<file path="src/rtl/smc_pkg.sv">
package smc_pkg;

   typedef enum logic [2:0] {
      ST_IDLE,
      ST_SETUP,
      ST_STROBE,
      ST_HOLD,
      ST_DONE
   } smc_state_t;

   localparam logic [1:0] SZ_BYTE = 2'd0;
   localparam logic [1:0] SZ_HALF = 2'd1;

   // Lowest lane used by an access of the given size at the given offset.
   function automatic logic [1:0] base_lane(input logic [1:0] size,
                                            input logic [1:0] off,
                                            input logic       big);
      logic [1:0] lane;
      if (size == SZ_BYTE)      lane = big ? ~off : off;
      else if (size == SZ_HALF) lane = {big ? ~off[1] : off[1], 1'b0};
      else                      lane = 2'd0;
      return lane;
   endfunction

   // Bit mask of the enabled lanes, before shifting to the base lane.
   function automatic logic [3:0] size_lanes(input logic [1:0] size);
      logic [3:0] m;
      if (size == SZ_BYTE)      m = 4'b0001;
      else if (size == SZ_HALF) m = 4'b0011;
      else                      m = 4'b1111;
      return m;
   endfunction

endpackage

</file>
<file path="src/rtl/smc_bank_decode.sv">
module smc_bank_decode #(
   parameter int ADDR_W    = 32,
   parameter int NUM_BANKS = 8,
   parameter int SEL_LSB   = 28,
   parameter int WAIT_W    = 5,
   parameter int MAX_WAIT  = 16,
   localparam int BANK_W   = $clog2(NUM_BANKS)
) (
   input  logic [ADDR_W-1:0]           addr,
   input  logic [NUM_BANKS*WAIT_W-1:0] cfg_wait,
   input  logic [NUM_BANKS-1:0]        cfg_big_endian,
   input  logic [NUM_BANKS-1:0]        cfg_use_ready,
   output logic [BANK_W-1:0]           bank,
   output logic [WAIT_W-1:0]           wait_eff,
   output logic                        big,
   output logic                        use_rdy
);

   localparam logic [WAIT_W-1:0] WAIT_CAP = WAIT_W'(MAX_WAIT);

   initial begin : p_param_check
      if (SEL_LSB + BANK_W > ADDR_W)
         $fatal(1, "bank select field exceeds address width");
      if (MAX_WAIT >= (1 << WAIT_W))
         $fatal(1, "wait cap does not fit the wait field");
   end

   logic [WAIT_W-1:0] wait_raw;

   always_comb begin
      bank     = addr[SEL_LSB +: BANK_W];
      wait_raw = cfg_wait[bank*WAIT_W +: WAIT_W];
      wait_eff = (wait_raw > WAIT_CAP) ? WAIT_CAP : wait_raw;
      big      = cfg_big_endian[bank];
      use_rdy  = cfg_use_ready[bank];
   end

endmodule

</file>
<file path="src/rtl/smc_lane_map.sv">
module smc_lane_map
   import smc_pkg::*;
#(
   parameter int DATA_W = 32,
   localparam int LANES = DATA_W / 8
) (
   input  logic [1:0]        size,
   input  logic [1:0]        off,
   input  logic              big,
   input  logic [DATA_W-1:0] host_wdata,
   input  logic [DATA_W-1:0] mem_rdata,
   output logic [LANES-1:0]  lane_en,
   output logic [DATA_W-1:0] mem_wdata,
   output logic [DATA_W-1:0] host_rdata
);

   initial begin : p_param_check
      if (DATA_W != 32) $fatal(1, "lane map supports a 32-bit data bus only");
   end

   logic [1:0]        base;
   logic [LANES-1:0]  raw_lanes;
   logic [DATA_W-1:0] size_mask;
   logic [4:0]        shamt;

   always_comb begin
      base      = base_lane(size, off, big);
      raw_lanes = size_lanes(size);
      shamt     = {base, 3'b000};
      lane_en   = raw_lanes << base;
   end

   // Expand the lane mask into a bit mask.
   for (genvar g = 0; g < LANES; g++) begin : g_mask
      assign size_mask[g*8 +: 8] = {8{raw_lanes[g]}};
   end

   always_comb begin
      mem_wdata  = (host_wdata & size_mask) << shamt;
      host_rdata = (mem_rdata >> shamt) & size_mask;
   end

endmodule

</file>
<file path="src/rtl/smc_cycle_fsm.sv">
module smc_cycle_fsm
   import smc_pkg::*;
#(
   parameter int WAIT_W = 5
) (
   input  logic              clk,
   input  logic              rst_n,
   input  logic              start,
   input  logic              is_write,
   input  logic [WAIT_W-1:0] wait_cnt,
   input  logic              use_rdy,
   input  logic              mem_ready,
   output logic              idle,
   output logic              cs_on,
   output logic              oe_on,
   output logic              we_on,
   output logic              capture,
   output logic              done
);

   smc_state_t        state;
   logic [WAIT_W-1:0] cnt;
   logic              strobe_end;

   always_comb begin
      strobe_end = (state == ST_STROBE) && (cnt == '0) && (!use_rdy || mem_ready);
      idle       = (state == ST_IDLE);
      cs_on      = (state == ST_SETUP) || (state == ST_STROBE) || (state == ST_HOLD);
      oe_on      = (state == ST_STROBE) && !is_write;
      we_on      = (state == ST_STROBE) && is_write;
      capture    = strobe_end;
      done       = (state == ST_DONE);
   end

   always_ff @(posedge clk or negedge rst_n) begin
      if (!rst_n) begin
         state <= ST_IDLE;
         cnt   <= '0;
      end else begin
         unique case (state)
            ST_IDLE:   if (start) state <= ST_SETUP;
            ST_SETUP: begin
               cnt   <= wait_cnt;
               state <= ST_STROBE;
            end
            ST_STROBE: begin
               if (strobe_end)      state <= ST_HOLD;
               else if (cnt != '0)  cnt   <= cnt - 1'b1;
            end
            ST_HOLD:   state <= ST_DONE;
            ST_DONE:   state <= ST_IDLE;
            default:   state <= ST_IDLE;
         endcase
      end
   end

endmodule

</file>
<file path="src/rtl/smc_chipsel.sv">
module smc_chipsel
   import smc_pkg::*;
#(
   parameter int ADDR_W    = 32,
   parameter int DATA_W    = 32,
   parameter int NUM_BANKS = 8,
   parameter int SEL_LSB   = 28,
   parameter int WAIT_W    = 5,
   parameter int MAX_WAIT  = 16,
   parameter int POL_BANKS = 2,
   localparam int BANK_W   = $clog2(NUM_BANKS),
   localparam int LANES    = DATA_W / 8,
   localparam int POL_BASE = NUM_BANKS - POL_BANKS
) (
   input  logic                        clk,
   input  logic                        rst_n,
   input  logic                        req_valid,
   input  logic                        req_write,
   input  logic [1:0]                  req_size,
   input  logic [ADDR_W-1:0]           req_addr,
   input  logic [DATA_W-1:0]           req_wdata,
   output logic                        req_ready,
   output logic [DATA_W-1:0]           req_rdata,
   input  logic [NUM_BANKS*WAIT_W-1:0] cfg_wait,
   input  logic [NUM_BANKS-1:0]        cfg_big_endian,
   input  logic [NUM_BANKS-1:0]        cfg_use_ready,
   input  logic [POL_BANKS-1:0]        cfg_cs_high,
   output logic [ADDR_W-1:0]           mem_addr,
   output logic [NUM_BANKS-1:0]        mem_cs,
   output logic                        mem_oe_n,
   output logic                        mem_we_n,
   output logic [LANES-1:0]            mem_be_n,
   output logic [DATA_W-1:0]           mem_wdata,
   input  logic [DATA_W-1:0]           mem_rdata,
   input  logic                        mem_ready
);

   initial begin : p_param_check
      if (POL_BANKS < 1 || POL_BANKS > NUM_BANKS)
         $fatal(1, "programmable-polarity bank count out of range");
      if (NUM_BANKS != (1 << BANK_W))
         $fatal(1, "bank count must be a power of two");
   end

   // Decode of the incoming request
   logic [BANK_W-1:0] dec_bank;
   logic [WAIT_W-1:0] dec_wait;
   logic              dec_big;
   logic              dec_rdy;

   smc_bank_decode #(
      .ADDR_W    (ADDR_W),
      .NUM_BANKS (NUM_BANKS),
      .SEL_LSB   (SEL_LSB),
      .WAIT_W    (WAIT_W),
      .MAX_WAIT  (MAX_WAIT)
   ) u_decode (
      .addr           (req_addr),
      .cfg_wait       (cfg_wait),
      .cfg_big_endian (cfg_big_endian),
      .cfg_use_ready  (cfg_use_ready),
      .bank           (dec_bank),
      .wait_eff       (dec_wait),
      .big            (dec_big),
      .use_rdy        (dec_rdy)
   );

   // Request held for the whole access
   logic              idle;
   logic              accept;
   logic [ADDR_W-1:0] a_addr;
   logic [DATA_W-1:0] a_wdata;
   logic [1:0]        a_size;
   logic              a_wr;
   logic [BANK_W-1:0] a_bank;
   logic [WAIT_W-1:0] a_wait;
   logic              a_big;
   logic              a_rdy;

   assign accept = idle && req_valid;

   always_ff @(posedge clk or negedge rst_n) begin
      if (!rst_n) begin
         a_addr  <= '0;
         a_wdata <= '0;
         a_size  <= '0;
         a_wr    <= 1'b0;
         a_bank  <= '0;
         a_wait  <= '0;
         a_big   <= 1'b0;
         a_rdy   <= 1'b0;
      end else if (accept) begin
         a_addr  <= req_addr;
         a_wdata <= req_wdata;
         a_size  <= req_size;
         a_wr    <= req_write;
         a_bank  <= dec_bank;
         a_wait  <= dec_wait;
         a_big   <= dec_big;
         a_rdy   <= dec_rdy;
      end
   end

   // Cycle sequencing
   logic cs_on, oe_on, we_on, capture, done;

   smc_cycle_fsm #(
      .WAIT_W (WAIT_W)
   ) u_fsm (
      .clk       (clk),
      .rst_n     (rst_n),
      .start     (accept),
      .is_write  (a_wr),
      .wait_cnt  (a_wait),
      .use_rdy   (a_rdy),
      .mem_ready (mem_ready),
      .idle      (idle),
      .cs_on     (cs_on),
      .oe_on     (oe_on),
      .we_on     (we_on),
      .capture   (capture),
      .done      (done)
   );

   // Byte lanes and data steering
   logic [LANES-1:0]  lane_en;
   logic [DATA_W-1:0] lane_rdata;

   smc_lane_map #(
      .DATA_W (DATA_W)
   ) u_lanes (
      .size       (a_size),
      .off        (a_addr[1:0]),
      .big        (a_big),
      .host_wdata (a_wdata),
      .mem_rdata  (mem_rdata),
      .lane_en    (lane_en),
      .mem_wdata  (mem_wdata),
      .host_rdata (lane_rdata)
   );

   logic [DATA_W-1:0] rdata_q;

   always_ff @(posedge clk or negedge rst_n) begin
      if (!rst_n)                rdata_q <= '0;
      else if (capture && !a_wr) rdata_q <= lane_rdata;
   end

   // Chip select generation with per-bank polarity
   for (genvar b = 0; b < NUM_BANKS; b++) begin : g_cs
      logic sel;
      assign sel = cs_on && (a_bank == BANK_W'(b));
      if (b >= POL_BASE) begin : g_prog
         assign mem_cs[b] = cfg_cs_high[b-POL_BASE] ? sel : ~sel;
      end else begin : g_low
         assign mem_cs[b] = ~sel;
      end
   end

   assign mem_addr  = a_addr;
   assign mem_oe_n  = ~oe_on;
   assign mem_we_n  = ~we_on;
   assign mem_be_n  = cs_on ? ~lane_en : '1;
   assign req_ready = done;
   assign req_rdata = rdata_q;

endmodule

</file>
<file path="config.mk">
export PLATFORM = sky130hd
export DESIGN_NAME = smc_chipsel
export DESIGN_NICKNAME = d
export VERILOG_FILES = /design/src/rtl/smc_pkg.sv /design/src/rtl/smc_bank_decode.sv /design/src/rtl/smc_lane_map.sv /design/src/rtl/smc_cycle_fsm.sv /design/src/rtl/smc_chipsel.sv
export SDC_FILE = /design/constraint.sdc
export NUM_CORES = 1
export LEC_CHECK = 0
export BUFFER_PORTS_ARGS = -buffer_cell sky130_fd_sc_hd__buf_2
export CORE_UTILIZATION = 42
export CTS_CLUSTER_DIAMETER = 120
export DETAILED_ROUTE_END_ITERATION = 10
export PLACE_DENSITY = 0.78
export RECOVER_POWER = 100
export SLEW_MARGIN = 0
export SYNTH_ARGS = -nofsm -noshare
export SYNTH_HDL_FRONTEND = slang
export SYNTH_SLANG_ARGS = --single-unit
</file>
<file path="constraint.sdc">
create_clock -name clk -period 2.5 [get_ports clk]
set_clock_uncertainty 0.05 [all_clocks]
set_input_delay 0.25 -clock clk [delete_from_list [all_inputs] [get_ports clk]]
set_output_delay 0.25 -clock clk [all_outputs]
set_load 0.02 [all_outputs]
</file>
; Yosys cells after proc, flatten, opt, wreduce, memory -nomap -nowiden
; Index checks and enable logic that the tools add are counted.
[totals]
register_bits = 117
in_bits = 161
output_inout_bits = 111
[op_classes]
n_addsub = 1
n_mul = 1
order_cmp = 2
eq_ne = 16
shift = 4
mux = 20
bitwise = 15
reduce_logical = 27
[op_table]
columns = op, n
row1 = $and 32x32->32, 2
row2 = $shiftx 40x7->5, 1
row3 = $shl 32x5->32, 1
row4 = $shr 32x5->32, 1
row5 = $eq 3x3->1 const B, 5
row6 = $mux 5, 3
row7 = $logic_and 1x1->1, 14
row8 = $eq 3x2->1 const B, 4
row9 = $mux 4, 3
row10 = $pmux 3 s4, 1
row11 = $not 1->1, 11
row12 = $pmux 5 s2, 1
row13 = $bmux 1 s3, 2
row14 = $eq 3x1->1 const B, 2
row15 = $logic_not 3->1, 2
row16 = $mul 3x3->6 const B, 1
row17 = $mux 2, 3
row18 = $mux 3, 2
row19 = $ne 2x2->1 const B, 3
row20 = $gt 5x5->1 const B, 1
row21 = $logic_not 5->1, 1
row22 = $mux 1, 5
row23 = $reduce_bool 5->1, 1
row24 = $sub 5x1->5 const B, 1
row25 = other kinds (12), 15

; Longest topological paths before layout
; Gate-level depths: netlist of run 1.
[logic_depth]
depth_word = 7
mapped_depth = 8

; By module
; Synthesis of run 1 repeated with hierarchy kept, for this count alone.
[hier_totals]
hier_cells = 489
area_unflattened_um2 = 6231.0
[modules_own_cells]
columns = module, n_inst, cells_each, area_each_um2
row1 = smc_chipsel, 1, 254, 4245.3
row2 = smc_lane_map, 1, 155, 1026.0
row3 = smc_cycle_fsm, 1, 48, 496.7
row4 = smc_bank_decode, 1, 32, 462.9

; Least setup slack after synthesis of run 1
; OpenSTA, ideal clock, no wires.
[synth_timing]
path_type = register to register
startpoint = register a_size[0]
endpoint = register rdata_q[7] (netlist: req_rdata[7])
setup_time_ns = 0.125
arrival_time_ns = 2.196
path_slack_ns = 0.129
path_stages_with_launch = 7
path_buffers = 2
path_cell_list = dfrtp_1 or2_2 buf_2 nor2_2 buf_4 mux4_2 mux2_4
[synth_via]
elab_chain_len = 5
word_cells_on_any_way = 7
cone_classes = 1 x eq/ne / 1 x shift / 3 x mux / 1 x bitwise / 1 x reduce/logical
[synth_rtl]
columns = element, line_no
row1 = from (decl), smc_chipsel.sv:73  ; logic [1:0] a_size;
row2 = from (signal assigned), smc_chipsel.sv:95  ; a_size <= req_size;
row3 = $eq 2x1->1, smc_pkg.sv:20  ; else if (size == SZ_HALF) lane = {big ? ~off[1] : off[1], 1'b0};
row4 = $mux 2, smc_pkg.sv:20
row5 = $mux 2, smc_pkg.sv:19  ; if (size == SZ_BYTE) lane = big ? ~off : off;
row6 = $shr 32x5->32, smc_lane_map.sv:40  ; host_rdata = (mem_rdata >> shamt) & size_mask;
row7 = $and 32x32->32 (*), smc_lane_map.sv:40
row8 = to (signal assigned), smc_chipsel.sv:146  ; else if (capture && !a_wr) rdata_q <= lane_rdata;
row9 = to (decl), smc_chipsel.sv:142  ; logic [DATA_W-1:0] rdata_q;
; Mark *: on every way between the ends. The rest lies on a longest branch, timed or not.
; A chain may end at the register's enable or synchronous reset.

; Final worst setup path of run 1
[layout_timing]
startpoint = register u_fsm.cnt[0]
endpoint = register rdata_q[6] (netlist: req_rdata[6])
[layout_via]
elab_chain_len = 4
[layout_rtl]
columns = element, line_no
row1 = from (decl), smc_cycle_fsm.sv:22  ; logic [WAIT_W-1:0] cnt;
row2 = from (signal assigned), smc_cycle_fsm.sv:43  ; cnt <= wait_cnt;
row3 = from (signal assigned), smc_cycle_fsm.sv:48  ; else if (cnt != '0) cnt <= cnt - 1'b1;
row4 = $logic_not 5->1, smc_cycle_fsm.sv:26  ; strobe_end = (state == ST_STROBE) && (cnt == '0) && (!use_rdy || mem_ready);
row5 = $logic_and 1x1->1 (2 in series), smc_cycle_fsm.sv:26
row6 = $logic_and 1x1->1, smc_chipsel.sv:146
; Every way passes these cells.

==> results of run 1 <==
-- power breakdown --
part           switching (mW)  total (mW)  internal [mW]
Clock                   0.819        2.63           1.82
Combinational            3.55        5.47           1.92
Sequential              0.592        3.25           2.66
-- tightest hold or removal path: stages --
cell,delay [ns]
buf_2,0.09
nand2_1,0.06
nand2_1,0.05
-- sequential cells by signal, summed over array words and instances, names as in the netlist --
register     flops
req_rdata       32
a_size           2
a_rdy            1
a_big            1
a_wdata         32
u_fsm.state      3
mem_addr        32
a_wait           5
a_wr             1
u_fsm.cnt        5
-- layer usage --
metal	vias up	GRT usage (%)	wire length, µm
met5	-	0	0
met4	0	12.4	647
met3	41	7.07	1300
met2	271	44.6	8920
met1	2763	33.1	7440
li1	2710	-	-
-- layout by cell type, fill, tap and decap left out, types with 5 or more instances in the layout --
master / Yosys / layout
a22oi_1: 9 / 9
mux2_2: 6 / 6
nor2_1: 19 / 17
nand2_1: 262 / 262
nand2b_1: 7 / 7
o21ai_0: 37 / 35
clkbuf_1: 34 / 80
bufinv_16: 0 / 5
clkbuf_2: 0 / 30
buf_4: 1 / 6
mux4_2: 21 / 21
o31ai_1: 8 / 7
nand3_1: 9 / 9
mux2i_1: 18 / 18
dlygate4sd3_1: 0 / 61
buf_2: 3 / 167
a22o_1: 9 / 9
and3_1: 8 / 8
a21oi_1: 8 / 8
clkbuf_16: 0 / 17
dfrtp_1: 114 / 114
-- stage by stage --
step | std cells | utilization [%] | power (mW)
2_1_floorplan | 614 | - | 6.79
3_3_place_gp | 1036 | 55.0 | 8.60
3_5_place_dp | 1036 | 55.0 | 8.73
4_1_cts | 1129 | 64.6 | 11.5
5_1_grt | 1129 | 63.6 | 12.1
6_report | 1129 | 63.6 | 11.4
-- logic make-up after synthesis --
| kind of cell | after synthesis | synth area share (%) |
|---|---|---|
| simple gates | 327 | 23.8 |
| buf+inv | 45 | 3.38 |
| compound gates | 76 | 8.33 |
| fa+ha+maj | 1 | 0.221 |
| xor+xnor | 4 | 0.619 |
| mux | 47 | 13.3 |
| flops | 114 | 50.4 |
-- what timing repair did --
item                       4_1_cts  5_1_grt
setup endpoints to repair        7       12
hold buffers                    61        0
setup buffers                    0        0
gates resized for setup          2        6
hold endpoints to repair        85        0
-- cell type report --
cell class / instances / area share [%]
clock buffer: 22 / 5.53
tap: 176 / 2.62
timing repair buffer: 348 / 24.2
clock inverter: 10 / 2.13
sequential: 114 / 34.0
inverter: 4 / 0.179
multi-input combinational: 455 / 31.4
-- path summary, 6_finish.rpt --
check	to	cells after the start
worst min register to register	a_wdata[28]	2
max in group asynchronous	a_wait[4]	3
worst max register to register	req_rdata[6]	6
worst min-delay path	mem_addr[11]	3
min in group asynchronous	req_rdata[29]	2
worst max-delay path	req_rdata[6]	6
==> impl_metrics.json, run 1 <==
{
  "outcome": "complete, but fails checks",
  "violations": "capacitance limit, slew limit",
  "fillers": 1076,
  "ant_nets": 0,
  "start_util_pct": 42.9,
  "layout.nets": 1102,
  "relSlewSlack_pct": -2.95,
  "drc": 0,
  "setup_viol": 0,
  "cts_root_buf": "clkbuf_16",
  "routed_via_density": 5.12,
  "wl_per_cell_um": 16.2,
  "ys_types": 40,
  "synth_top_cell_area_share_pct": 50.4,
  "first_pass_iters": 5,
  "finalCriticalPeriod_ns": 2.42,
  "core_area_um2": 13200,
  "endpoint_kind": "register",
  "crit_start": "u_fsm.cnt[0]",
  "critPathMaxStageDelay_ns": 0.52,
  "multi_input_area_um2": 2630,
  "cp.required_ns": 2.74,
  "crit_family": "simple AND/OR/NAND/NOR gates",
  "p_leak_nw": 4.22,
  "max-vdd-ir-drop_uv": 665,
  "cts_tree": "yes",
  "timing.final.crit_share_pct": 96.6,
  "track_usage_pct": 27.0,
  "holdWs_ns": 0.0283,
  "fp.dieH_um": 118,
  "synthArstFlopShare_pct": 100,
  "routed_wl_um": 18300,
  "worst_slew_pin_slew_ns": 1.54,
  "row_count": 42,
  "vias": 5785,
  "cts_sinks": 114,
  "antenna_found_initial": 0,
  "cp_cell_sequence": "inv_1, ha_2, or4b_4, or4_4, buf_12, mux2_4",
  "clock_latency_ns": 0.41,
  "power_density_nw_per_um2": 1350,
  "grt_max_degree": 61,
  "syn_avg_cell_area_um2": 9.22,
  "cp_max_fo": 56,
  "seq_area_um2": 2850,
  "pre_cts_ws_ns": 0.0929,
  "finalMaxSlewViolations": 27,
  "synth_area_leaders": "dfrtp_1 50%, nand2_1 17%, mux4_2 8.4%, o21ai_0 3.3%, mux2i_1 3.2%",
  "grt_pass1_wl_um": 29200,
  "gp_congestion": 0.856,
  "seq_area_frac_synth_pct": 50.4,
  "die-area_um2": 14000,
  "cp_slowest_cell": "or4_4",
  "synthToLayoutAreaGrowth_pct": 48.2,
  "drive_above_1_share_pct": 29.2,
  "final-hold-violation-count": 0,
  "hold_class": "input port to register",
  "port_buffers": 271,
  "netlist_top_cells_count": "262 x nand2_1, 114 x dfrtp_1, 37 x o21ai_0",
  "cts_buffer_depth": 2,
  "synth_top_flop_cell": "dfrtp_1",
  "r2r_start": "u_fsm.cnt[0]",
  "syn_nets": 776,
  "dpl.hpwl_um": 12500,
  "synthCells": 614,
  "fp.dieW_um": 118,
  "tns_ns": 0,
  "numCtsBuffers": 17,
  "ys_seq_elements": 114,
  "rsz0062_at_grt": "no",
  "crit_type": "register to register",
  "ys_warn_count": 0,
  "dpl_cell_area_um2": 7260,
  "clkTransAtPathRegs_ns": 0.05,
  "design_area_um2": 8390,
  "worstHoldStart": "req_addr[11]",
  "grt_pass1_vias": 5885,
  "r2r_slack_ns": 0.08,
  "critPathLaunchType": "register",
  "synth_top_cell_by_area": "dfrtp_1",
  "cts_htree_levels": 4,
  "arrival_ns": 2.66,
  "synth-edff-count": 0,
  "ios": 272,
  "timing.critical_path.buf_inv": 2,
  "antenna_cells": 0,
  "first_iter_violations": 465,
  "fmax_mhz": 414,
  "drv_cap": 1,
  "syn_area_um2": 5660,
  "grt_overflow_total": 0,
  "yosysMostFrequentCell": "nand2_1",
  "worst_slack_ns": 0.0842
}
Power figures use the tool's default switching activity.
==> run 2: changes to the inputs <==
CORE_UTILIZATION = 44   (was 42)
PLACE_DENSITY = 0.79   (was 0.78)
SYNTH_HIERARCHICAL = 1   (was unset)
==> run 2 against run 1 <==
The flow now finishes without violations. Die area is 4.9% higher. Core utilization is 3.8 points lower. Sequential power is 6.5% higher. Maximum frequency is 2.6% higher. Total power is 5.7% higher. Synthesized cell count is 20% lower. Worst setup slack better by 0.061 ns. Critical path depth is 1 lower. Combinational power is 8.6% higher. Critical endpoint is now mem_wdata[21]. Highest routed layer unchanged.
==> impl_metrics.json, run 2 <==
{
  "outcome": "finished clean",
  "ys_types": 51,
  "netlist_top_cells_count": "117 x dfrtp_1, 90 x mux2_2, 26 x and2_1, 26 x nand2_1, 22 x mux4_2",
  "drive_above_1_share_pct": 45.5,
  "pre_cts_ws_ns": 0.179,
  "ys_warn_count": 6,
  "synth_top_cell_by_area": "dfrtp_1",
  "tns_ns": 0,
  "cts_tree": "yes",
  "synthToLayoutAreaGrowth_pct": 32.8,
  "relSlewSlack_pct": 33.9,
  "wl_per_cell_um": 17.6,
  "hold_class": "input port to register",
  "fp.dieH_um": 121,
  "drc": 0,
  "grt_pass1_vias": 5158,
  "multi_input_area_um2": 2950,
  "synth_top_flop_cell": "dfrtp_1",
  "drv_cap": 0,
  "endpoint_kind": "output pin",
  "finalMaxSlewViolations": 0,
  "fillers": 1202,
  "grt_max_degree": 70,
  "core_area_um2": 13800,
  "grt_pass1_wl_um": 26600,
  "gp_congestion": 0.820,
  "fmax_mhz": 425,
  "final-hold-violation-count": 0,
  "antenna_cells": 0,
  "ys_seq_elements": 117,
  "finalCriticalPeriod_ns": 2.36,
  "antenna_found_initial": 0,
  "worst_slew_pin_slew_ns": 0.992,
  "cts_root_buf": "clkbuf_16",
  "power_density_nw_per_um2": 1450,
  "timing.final.crit_share_pct": 94.2,
  "cts_sinks": 117,
  "post_cts.repair.setup_buffers": 0,
  "synth_top_cell_area_share_pct": 47.0,
  "synth-edff-count": 0,
  "port_buffers": 271,
  "clock_latency_ns": 0.42,
  "max-vdd-ir-drop_uv": 678,
  "track_usage_pct": 24.0,
  "row_count": 43,
  "worst_slack_ns": 0.145,
  "start_util_pct": 45.1,
  "vias": 5064,
  "routed_via_density": 5.25,
  "cts_buffer_depth": 2,
  "syn_nets": 651,
  "p_leak_nw": 3.79,
  "ant_nets": 0,
  "grt_overflow_total": 0,
  "rsz0062_at_grt": "no",
  "yosysMostFrequentCell": "dfrtp_1",
  "routed_wl_um": 16900,
  "arrival_ns": 2.06,
  "cp_max_fo": 9,
  "setup_viol": 0,
  "ios": 272,
  "first_pass_iters": 5,
  "seq_area_frac_synth_pct": 47.0,
  "syn_area_um2": 6230,
  "cp.required_ns": 2.20,
  "seq_area_um2": 2930,
  "cts_htree_levels": 4,
  "first_iter_violations": 202,
  "numCtsBuffers": 17,
  "layout.nets": 933,
  "mostFrequentLayoutCells": "169 x buf_2, 115 x dfrtp_1, 93 x clkbuf_1",
  "layout.cells.most_common": "buf_2",
  "fp.dieW_um": 121,
  "die-area_um2": 14600,
  "synthCells": 489,
  "dpl.hpwl_um": 12800,
  "crit_type": "register to output pin",
  "synthArstFlopShare_pct": 100,
  "clkTransAtPathRegs_ns": 0.05,
  "critPathLaunchType": "register",
  "syn_avg_cell_area_um2": 12.7,
  "synth_area_leaders": "dfrtp_1 47%, mux2_2 16%, mux4_2 8.0%, mux2_4 4.8%, and2_1 2.6%"
}
-- run 2: cells by family after synthesis --
| group | share of synthesized area [%] |
|---|---|
| flip-flops | 47.0 |
| AO/OA/AOI/OAI | 6.79 |
| XOR/XNOR | 1.27 |
| buffers and inverters | 4.78 |
| adder cells (fa/ha/maj) | 0.201 |
| multiplexers | 30.2 |
| AND/OR/NAND/NOR | 9.78 |
-- run 2: path summary, 6_finish.rpt --
path	start	to	slack, ns	cells after the start
max	mem_addr[1]	mem_wdata[21]	0.14	5
min	req_wdata[25]	a_wdata[25]	0.0009	2
max reg2reg	u_fsm/cnt[0]	req_rdata[28]	0.25	7
min reg2reg	a_wdata[14]	a_wdata[14]	0.44	1
max in group asynchronous	rst_n	a_wait[1]	0.77	3
min in group asynchronous	rst_n	a_wdata[17]	0.50	2
-- run 2: area by class of cell --
type | instances | share of cell area, %
flip-flops and latches | 117 | 35.4
clock inverters | 15 | 2.50
clock buffers | 17 | 5.14
well taps | 180 | 2.72
multi-input cells | 322 | 35.7
inverters | 13 | 0.590
repair buffers | 300 | 17.9
-- run 2: metal layers --
metal / share of wire, % / global-route usage [%] / wire (µm) / vias to the layer above
li1: - / - / - / 2333
met1: 40 / 28.9 / 6760 / 2507
met2: 51 / 41.1 / 8670 / 202
met3: 7.1 / 6.95 / 1200 / 22
met4: 1.7 / 7.72 / 289 / 0
met5: 0 / 0 / 0 / -
-- run 2: worst max-delay path: stages, from the launching register on --
cell      delay (ns)
dfrtp_1         0.44
buf_4           0.21
nand2b_1        0.14
o22a_2          0.33
o31ai_1         0.23
clkbuf_1        0.29
-- run 2: report_power, final --
| group | leakage [nW] | switching, mW | internal (mW) |
|---|---|---|---|
| clock network | 0.303 | 0.923 | 1.67 |
| registers | 1.44 | 0.680 | 2.78 |
| logic | 2.05 | 3.55 | 2.39 |
-- run 2: stage by stage --
stage               instances  util [%]  power [mW]  cell area, µm²  hold WS, ns
CTS                       964      61.4        12.5            8490     0.000145
global placement          923      56.1        9.68            7760        0.202
global route              964      59.8        12.8            8270     -0.00992
floorplan                 489         -        7.76            6230      -0.0956
finish                    964      59.8        12.0            8270     0.000920
detailed placement        923      56.1        9.83            7760        0.210
-- run 2: timing repair --
item | CTS | global route
setup endpoints to repair | 9 | 10
resized for setup | 1 | 3
hold buffers | 9 | 0
hold endpoints to repair | 43 | 0
==> run 3: changes to the inputs <==
--- a/config.mk
+++ b/config.mk
@@ -7,7 +7,7 @@
 export LEC_CHECK = 0
-export BUFFER_PORTS_ARGS = -buffer_cell sky130_fd_sc_hd__buf_2
-export CORE_UTILIZATION = 44
+export CORE_UTILIZATION = 58
 export CTS_CLUSTER_DIAMETER = 120
 export DETAILED_ROUTE_END_ITERATION = 10
-export PLACE_DENSITY = 0.79
+export DONT_BUFFER_PORTS = 1
+export PLACE_DENSITY = 0.77
 export RECOVER_POWER = 100
--- a/constraint.sdc
+++ b/constraint.sdc
@@ -4,2 +4,2 @@
 set_output_delay 0.25 -clock clk [all_outputs]
-set_load 0.02 [all_outputs]
+set_load 0.1 [all_outputs]
==> run 3 against run 2 <==
The run now ends with hold timing left. Critical path type unchanged. Final area increased by 9.2%. Critical path depth increased by 1. Clock-buffer cell count is 2 higher. Non-clock buffer count fell by 144. Global-route usage grew 15 points. Via count rose by 0.30%.
==> impl_metrics.json, run 3 (same netlist as run 2, synthesis figures left out) <==
{
  "layout.nets": 789,
  "cts_root_buf": "clkbuf_8",
  "wl_per_cell_um": 28.4,
  "first_iter_violations": 362,
  "die-area_um2": 11200,
  "mostFrequentLayoutCells": "112 x dfrtp_1, 90 x mux2_2, 83 x dlygate4sd3_1",
  "start_util_pct": 60.1,
  "cts_tree": "yes",
  "grt_overflow_total": 0,
  "gp_congestion": 0.877,
  "tns_ns": 0,
  "design_area_um2": 9030,
  "drive_above_1_share_pct": 45.3,
  "track_usage_pct": 38.8,
  "holdWs_ns": -0.627,
  "grt_max_degree": 118,
  "cp_cell_sequence": "buf_12, xor2_4, buf_4, a31oi_2, o21ai_4, buf_12",
  "drv_cap": 0,
  "vias": 5079,
  "outcome": "complete, but fails checks",
  "critPathLaunchType": "register",
  "setup_viol": 0,
  "crit_type": "register to output pin",
  "violations": "hold timing",
  "row_count": 37,
  "fp.dieH_um": 106,
  "cts_buffer_depth": 2,
  "cts_sinks": 117,
  "cp_slowest_cell": "dfrtp_2",
  "clock_latency_ns": 0.51,
  "timing.final.crit_share_pct": 99.7,
  "core_area_um2": 10400,
  "grt_pass1_wl_um": 31600,
  "fp.dieW_um": 106,
  "routed_via_density": 6.49,
  "worst_slew_pin_slew_ns": 0.979,
  "antenna_found_initial": 6,
  "hold_buffers": 83,
  "numCtsBuffers": 17,
  "dpl.hpwl_um": 12200,
  "drc": 0,
  "routed_wl_um": 22200,
  "final-hold-violation-count": 117,
  "cts_htree_levels": 4,
  "port_buffers": 0,
  "cp.required_ns": 2.20,
  "rsz0062_at_grt": "yes",
  "ios": 272,
  "finalCriticalPeriod_ns": 2.49,
  "finalMaxSlewViolations": 0,
  "fillers": 440,
  "grt_pass1_vias": 5399,
  "dpl_cell_area_um2": 7470,
  "timing.critical_path.buf_inv": 3,
  "crit_family": "compound AO/OA/AOI/OAI gates",
  "fmax_mhz": 401,
  "relSlewSlack_pct": 34.7,
  "cp_max_fo": 9,
  "first_pass_iters": 5,
  "critPathMaxStageDelay_ns": 0.44,
  "clkTransAtPathRegs_ns": 0.06,
  "hold_class": "input port to async pin",
  "arrival_ns": 2.19,
  "endpoint_kind": "output pin",
  "crit_top_cell": "buf_12",
  "synthToLayoutAreaGrowth_pct": 45.0,
  "layout.cells.most_common": "dfrtp_1",
  "ant_nets": 0
}
-- run 3: cell count changes in the layout (fill, tap and decap cells not counted), moves of 17 or more --
cell / change
buf_2: -169
clkbuf_1: -92
dlygate4sd3_1: +74
buf_12: +41
buf_4: +20
mux2_1: -17
-- run 3: repair_timing --
item | in CTS | in global routing
pin swaps | 1 | 1
gates resized for setup | 10 | 8
endpoints found under the hold margin | 209 | 117
endpoints found under the setup margin | 26 | 24
setup buffers | 4 | 2
-- run 3: final cells by class --
| cell class | count | area, µm² | area share (%) |
|---|---|---|---|
| diodes | 6 | 15.0 | 0.166 |
| multi-input cells | 322 | 3370 | 37.3 |
| flip-flops and latches | 117 | 2940 | 32.5 |
| well taps | 136 | 170 | 1.88 |
| repair buffers | 156 | 1910 | 21.2 |
| clock buffers | 19 | 432 | 4.78 |
| inverters | 13 | 52.6 | 0.582 |
| clock inverters | 13 | 149 | 1.65 |
-- run 3: layer usage --
layer / global-route usage [%] / share of wire [%]
met4: 21.0 / 5.8
met1: 40.7 / 33
met3: 12.5 / 9.0
met2: 68.7 / 52
met5: 0 / 0
-- run 3: worst paths after layout --
kind	start	endpoint	slack [ns]	cells past startpoint
worst min-delay path	rst_n	a_wdata[19]	-0.63	0
min in group clk	req_addr[29]	a_wait[4]	0.03	2
worst min register to register	u_fsm/cnt[4]	u_fsm/cnt[4]	0.44	1
max in group asynchronous	rst_n	mem_addr[1]	2.83	0
worst max-delay path	a_big	mem_wdata[29]	0.007	6
worst max register to register	u_fsm/cnt[0]	req_rdata[13]	0.23	7
-- run 3: metrics by stage --
step / cells / hold slack [ns] / worst slack (ns) / utilization, %
final: 782 / -0.627 / 0.00655 / 87.1
after global routing: 782 / -0.657 / -0.0284 / 87.1
after CTS: 774 / -0.643 / 0.000413 / 86.5
after detailed placement: 655 / -0.0929 / 0.404 / 72.0
after global placement: 655 / -0.0931 / 0.491 / 72.0
after floorplan: 489 / -0.0956 / -0.0773 / -
-- run 3: worst reg2reg max path: cells and delay by family, from the launching register on --
kind	cells	cell delay [ns]
simple gates	3	0.74
flops	1	0.41
mux	1	0.41
buf+inv	2	0.33
fa+ha+maj	1	0.21
Power of run 3 is not shown: default switching activity piles up to over one toggle a cycle in this logic, so the estimate is an artifact.
